## src/rtl/tdma_tb_pkg.sv

```systemverilog
package tdma_tb_pkg;

  typedef enum logic [1:0] {
    STEP_HOLD = 2'd0,
    STEP_FWD  = 2'd1,
    STEP_BACK = 2'd2
  } step_e;

endpackage

```

## src/rtl/tdma_phase_adj.sv

```systemverilog
module tdma_phase_adj
  import tdma_tb_pkg::*;
#(
  parameter int MT_W   = 8,
  parameter int CORR_W = 9
) (
  input  logic                     clk_i,
  input  logic                     rst_ni,
  input  logic                     load_i,
  input  logic                     corr_valid_i,
  input  logic signed [CORR_W-1:0] corr_i,
  input  logic [MT_W-1:0]          ut_last_i,
  output logic [MT_W-1:0]          ut_o,
  output step_e                    step_o
);

  localparam int SW = ((MT_W > CORR_W) ? MT_W : CORR_W) + 2;
  localparam logic signed [SW-1:0] OneS = SW'(1);

  logic [MT_W-1:0]        ut_q, ut_d;
  logic signed [SW-1:0]   n_s, ut_s, corr_s, mag_s, sum_s, wrap_s;
  logic                   apply;
  step_e                  step;

  always_comb begin
    n_s    = $signed({{(SW-MT_W){1'b0}}, ut_last_i}) + OneS;
    ut_s   = $signed({{(SW-MT_W){1'b0}}, ut_q});
    corr_s = {{(SW-CORR_W){corr_i[CORR_W-1]}}, corr_i};
    mag_s  = corr_s[SW-1] ? -corr_s : corr_s;
    // corrections of a macrotick or more are dropped
    apply  = corr_valid_i && (mag_s < n_s);
    sum_s  = ut_s + OneS + (apply ? corr_s : '0);
    wrap_s = sum_s;
    step   = STEP_HOLD;
    if (sum_s[SW-1]) begin
      wrap_s = sum_s + n_s;
      step   = STEP_BACK;
    end else if (sum_s >= n_s) begin
      wrap_s = sum_s - n_s;
      step   = STEP_FWD;
    end
    ut_d = wrap_s[MT_W-1:0];
    if (load_i) begin
      ut_d = '0;
      step = STEP_HOLD;
    end
  end

  always_ff @(posedge clk_i or negedge rst_ni) begin
    if (!rst_ni) ut_q <= '0;
    else         ut_q <= ut_d;
  end

  assign ut_o   = ut_q;
  assign step_o = step;

endmodule

```

## src/rtl/tdma_level_ctr.sv

```systemverilog
module tdma_level_ctr #(
  parameter int W = 8
) (
  input  logic         clk_i,
  input  logic         rst_ni,
  input  logic         load_i,
  input  logic [W-1:0] load_val_i,
  input  logic [W-1:0] last_i,
  input  logic         inc_i,
  input  logic         dec_i,
  output logic [W-1:0] cnt_o,
  output logic [W-1:0] cnt_nxt_o,
  output logic         carry_o,
  output logic         borrow_o
);

  logic [W-1:0] cnt_q, cnt_d;
  logic         carry, borrow;

  always_comb begin
    cnt_d  = cnt_q;
    carry  = 1'b0;
    borrow = 1'b0;
    if (load_i) begin
      cnt_d = load_val_i;
    end else if (inc_i) begin
      if (cnt_q >= last_i) begin
        cnt_d = '0;
        carry = 1'b1;
      end else begin
        cnt_d = cnt_q + W'(1);
      end
    end else if (dec_i) begin
      if (cnt_q == '0) begin
        cnt_d  = last_i;
        borrow = 1'b1;
      end else begin
        cnt_d = cnt_q - W'(1);
      end
    end
  end

  always_ff @(posedge clk_i or negedge rst_ni) begin
    if (!rst_ni) cnt_q <= '0;
    else         cnt_q <= cnt_d;
  end

  assign cnt_o     = cnt_q;
  assign cnt_nxt_o = cnt_d;
  assign carry_o   = carry;
  assign borrow_o  = borrow;

endmodule

```

## src/rtl/tdma_strobe_gen.sv

```systemverilog
module tdma_strobe_gen #(
  parameter int SLOT_W  = 5,
  parameter int ROUND_W = 6
) (
  input  logic               clk_i,
  input  logic               rst_ni,
  input  logic               load_i,
  input  logic               adv_i,
  input  logic [SLOT_W-1:0]  slot_nxt_i,
  input  logic [ROUND_W-1:0] round_nxt_i,
  input  logic [SLOT_W-1:0]  own_slot_i,
  output logic               slot_start_o,
  output logic               cycle_start_o,
  output logic               tx_trigger_o
);

  logic enter;
  logic ss_q, cs_q, tx_q;

  // a new slot is entered by forward carry or by load, never by borrow
  assign enter = load_i | adv_i;

  always_ff @(posedge clk_i or negedge rst_ni) begin
    if (!rst_ni) begin
      ss_q <= 1'b0;
      cs_q <= 1'b0;
      tx_q <= 1'b0;
    end else begin
      ss_q <= enter;
      cs_q <= enter && (slot_nxt_i == '0) && (round_nxt_i == '0);
      tx_q <= enter && (slot_nxt_i == own_slot_i);
    end
  end

  assign slot_start_o  = ss_q;
  assign cycle_start_o = cs_q;
  assign tx_trigger_o  = tx_q;

endmodule

```

## src/rtl/tdma_time_base.sv

```systemverilog
module tdma_time_base
  import tdma_tb_pkg::*;
#(
  parameter int MT_W    = 8,
  parameter int MAC_W   = 8,
  parameter int SLOT_W  = 5,
  parameter int ROUND_W = 6,
  parameter int CORR_W  = 9
) (
  input  logic                     clk_i,
  input  logic                     rst_ni,
  input  logic [MT_W-1:0]          cfg_ut_last_i,
  input  logic [MAC_W-1:0]         cfg_mt_last_i,
  input  logic [SLOT_W-1:0]        cfg_slot_last_i,
  input  logic [ROUND_W-1:0]       cfg_round_last_i,
  input  logic [SLOT_W-1:0]        cfg_own_slot_i,
  input  logic                     corr_valid_i,
  input  logic signed [CORR_W-1:0] corr_i,
  input  logic                     load_i,
  input  logic [ROUND_W-1:0]       load_round_i,
  input  logic [SLOT_W-1:0]        load_slot_i,
  output logic [MT_W-1:0]          microtick_o,
  output logic [MAC_W-1:0]         macrotick_o,
  output logic [SLOT_W-1:0]        slot_o,
  output logic [ROUND_W-1:0]       round_o,
  output logic                     slot_start_o,
  output logic                     cycle_start_o,
  output logic                     tx_trigger_o
);

  step_e               ut_step;
  logic                mt_inc, mt_dec;
  logic                mt_carry, mt_borrow;
  logic                sl_carry, sl_borrow;
  logic                rd_carry, rd_borrow;
  logic [MAC_W-1:0]    mt_nxt;
  logic [SLOT_W-1:0]   sl_nxt;
  logic [ROUND_W-1:0]  rd_nxt;

  tdma_phase_adj #(
    .MT_W   (MT_W),
    .CORR_W (CORR_W)
  ) u_phase (
    .clk_i        (clk_i),
    .rst_ni       (rst_ni),
    .load_i       (load_i),
    .corr_valid_i (corr_valid_i),
    .corr_i       (corr_i),
    .ut_last_i    (cfg_ut_last_i),
    .ut_o         (microtick_o),
    .step_o       (ut_step)
  );

  assign mt_inc = (ut_step == STEP_FWD);
  assign mt_dec = (ut_step == STEP_BACK);

  tdma_level_ctr #(.W(MAC_W)) u_mt (
    .clk_i      (clk_i),
    .rst_ni     (rst_ni),
    .load_i     (load_i),
    .load_val_i ('0),
    .last_i     (cfg_mt_last_i),
    .inc_i      (mt_inc),
    .dec_i      (mt_dec),
    .cnt_o      (macrotick_o),
    .cnt_nxt_o  (mt_nxt),
    .carry_o    (mt_carry),
    .borrow_o   (mt_borrow)
  );

  tdma_level_ctr #(.W(SLOT_W)) u_slot (
    .clk_i      (clk_i),
    .rst_ni     (rst_ni),
    .load_i     (load_i),
    .load_val_i (load_slot_i),
    .last_i     (cfg_slot_last_i),
    .inc_i      (mt_carry),
    .dec_i      (mt_borrow),
    .cnt_o      (slot_o),
    .cnt_nxt_o  (sl_nxt),
    .carry_o    (sl_carry),
    .borrow_o   (sl_borrow)
  );

  tdma_level_ctr #(.W(ROUND_W)) u_round (
    .clk_i      (clk_i),
    .rst_ni     (rst_ni),
    .load_i     (load_i),
    .load_val_i (load_round_i),
    .last_i     (cfg_round_last_i),
    .inc_i      (sl_carry),
    .dec_i      (sl_borrow),
    .cnt_o      (round_o),
    .cnt_nxt_o  (rd_nxt),
    .carry_o    (rd_carry),
    .borrow_o   (rd_borrow)
  );

  tdma_strobe_gen #(
    .SLOT_W  (SLOT_W),
    .ROUND_W (ROUND_W)
  ) u_strobe (
    .clk_i         (clk_i),
    .rst_ni        (rst_ni),
    .load_i        (load_i),
    .adv_i         (mt_carry),
    .slot_nxt_i    (sl_nxt),
    .round_nxt_i   (rd_nxt),
    .own_slot_i    (cfg_own_slot_i),
    .slot_start_o  (slot_start_o),
    .cycle_start_o (cycle_start_o),
    .tx_trigger_o  (tx_trigger_o)
  );

  // the round level's wrap flags and the macrotick next value have no consumer
  logic unused_ok;
  assign unused_ok = ^{rd_carry, rd_borrow, mt_nxt};

endmodule

```

## config.mk

```make
export PLATFORM = sky130hd
export DESIGN_NAME = tdma_time_base
export DESIGN_NICKNAME = d
export VERILOG_FILES = /design/src/rtl/tdma_tb_pkg.sv /design/src/rtl/tdma_phase_adj.sv /design/src/rtl/tdma_level_ctr.sv /design/src/rtl/tdma_strobe_gen.sv /design/src/rtl/tdma_time_base.sv
export SDC_FILE = /design/constraint.sdc
export NUM_CORES = 1
export LEC_CHECK = 0
export BUFFER_PORTS_ARGS = -buffer_cell sky130_fd_sc_hd__buf_4
export CAP_MARGIN = 20
export CORE_MARGIN = 4
export CORE_UTILIZATION = 50
export DETAILED_ROUTE_END_ITERATION = 6
export PLACE_DENSITY = 0.75
export SYNTH_ARGS = -nofsm -noshare
export SYNTH_HDL_FRONTEND = slang
export SYNTH_HIERARCHICAL = 1
export SYNTH_SLANG_ARGS = --single-unit
```

## constraint.sdc

```tcl
create_clock -name clk_i -period 11.67 [get_ports clk_i]
set_input_delay 2.334 -clock clk_i [delete_from_list [all_inputs] [get_ports clk_i]]
set_output_delay 2.334 -clock clk_i [all_outputs]
set_load 0.02 [all_outputs]
```

==> results.yml <==
worst_setup_path:
  crit_type: "in -> reg"
  r2r_slack_ps: 5120
  arrival_ps: 10280
  rr_endpoint: "u_strobe/cycle_start_o"
  path_max_fanout: 12
  slowest_delay_ps: 550
  worst_ep_required_time_ps: 11890
  cpMostUsedCell: "ha_1"
  cp-start-kind: "primary input"
  end_kind: "flip-flop"
  reg2reg_depth: 25
  path_delay_family: "simple AND/OR/NAND/NOR gates"
  r2r_start: "u_phase/ut_o[0]"
  worst_path_max_delay_cell: "or4b_4"
  cp_num_buf_inv: 3
min_path:
  holdPathEnd: "u_mt/cnt_o[0]"
  hold_start: "u_mt/cnt_o[0]"
  min_path_cells: 1
  hold_path.class: "reg -> reg"
drt:
  drt-total-wl_microns: 11920
  dr_total_vias: 4322
  drc: 0
  firstDrtPassIters: 4
  drtAntennaViolNets: 0
  vias_per_cell: 5.986
  drtIter0Drc: 231
  detail_route.wl_per_cell_microns: 16.51
cts:
  insertion_delay_ps: 280
  htreeDepth: 2
  clock-sinks: 30
  cts_setup_buffers: 0
  hold_buffers: 0
  cts_buffers: 5
  clk_path_buf_depth: 2
  cts_tree: "built"
  clk_pin_slew_ps: 70
  cts-resized-gates: 0
  root_buffer: "clkbuf_8"
synth:
  avgSynthCellArea_sq_um: 8.270
  yosysWarnings: 6
  netlist_area_sq_mm: 0.004424
  synthCells: 535
grt:
  antenna_found_initial: 0
  grt_pass1_wl_microns: 19310
  grt_pass1_vias: 4129
  met3_usage_pct: 2.457
  grt_max_degree: 37
  track_usage_pct: 22.75
  grt.overflow.total: 0
  top_usage_layer: "met2"
  use_met2_pct: 39.88
  grtUsageMet1_pct: 29.41
floorplanning:
  design.die.area_sq_mm: 0.01042
  die_h_microns: 102.1
  start_util_pct: 50.98
  row_count: 34
  core-area_sq_mm: 0.008678
  io_pins: 86
  die_w_microns: 102.1
finish:
  drive_above_1_share_pct: 20.52
  n_antenna_cell: 0
  nNetsFinal: 734
  final_cells: 722
  layout_commonest_cell: "buf_4"
  syn_to_final_growth_pct: 17.34
  mostFrequentLayoutCells: "85 x buf_4, 62 x ha_1, 53 x inv_1, 33 x a21oi_1, 31 x nand2_1"
timing:
  final-hold-violation-count: 0
  finalCritPeriodShare_pct: 86.18
  clock.fmax_mhz: 99.43
  period_minus_slack_ps: 10060
  clock_skew_ps: 5.720
  setup_viol: 0
  slew_violations: 0
  rsz0062_at_grt: "false"
  timing.hold.ws_ps: 721.6
  tightest_slew_ps: 868.0
  maxSlewHeadroom_pct: 41.69
  timing.setup.tns_ps: 0
  worst_slack_ps: 1613
outcome:
  status: "finished clean"
power:
  finalPower_mw: 0.8229
  leakage_nw: 2.430
  p_per_area_mw_per_mm2: 158.5
  vdd_drop_max_mv: 0.1006
placed_design:
  place_ws_ps: 1369
  place_congestion: 0.9247
  port-buffer-count: 85
  dp.cells: 714
  dp_hpwl_microns: 9677
job:
  maxCapViolations: 0
## stage by stage
stage / util, % / area, sq um
global route: 59.82 / 5191
detailed placement: 58.72 / 5096
global placement: 58.72 / 5096
floorplan: - / 4451
CTS: 59.82 / 5191
finish: 59.82 / 5191
## metal layers
metal	wire [microns]	share of wire [%]	up-vias
met1	5158	43	2048
met5	0	0	-
met3	620	5.2	25
li1	-	-	2103
met2	5873	49	146
met4	265	2.2	0
## state kept, by name, indices dropped and copies added (netlist names)
signal / cells
u_mt/cnt_o: 8
u_phase/ut_o: 8
u_round/cnt_o: 6
u_slot/cnt_o: 5
u_strobe/cycle_start_o: 1
u_strobe/slot_start_o: 1
u_strobe/tx_trigger_o: 1
## report_power, final
| part | leakage, nW | internal, mW | switching, mW |
|---|---|---|---|
| combinational | 2.01 | 0.253 | 0.316 |
| sequential | 0.373 | 0.125 | 0.0383 |
| clock | 0.0472 | 0.0474 | 0.0430 |
| total | 2.43 | 0.426 | 0.397 |
## cell type report
cell class | instances | area (sq um)
clock inverters | 2 | 12.51
multi-input cells | 438 | 3373
repair buffers | 85 | 638.1
clock buffers | 6 | 82.58
flip-flops and latches | 30 | 750.7
fillers | 803 | 3487
well taps | 108 | 135.1
inverters | 53 | 198.9
## how the worst max path moves through the flow
stage / endpoint / startpoint / cells after the start / slack [ps]
detailed placement: u_strobe/cycle_start_o / cfg_ut_last_i[0] / 35 / 1370
floorplan: u_strobe/cycle_start_o / cfg_ut_last_i[0] / 38 / 2670
CTS: u_strobe/cycle_start_o / cfg_ut_last_i[0] / 35 / 1630
global placement: u_strobe/cycle_start_o / corr_i[5] / 34 / 1680
global route: u_strobe/cycle_start_o / cfg_ut_last_i[0] / 35 / 880
finish: u_strobe/cycle_start_o / cfg_ut_last_i[0] / 35 / 1610
Power figures use the tool's default switching activity.
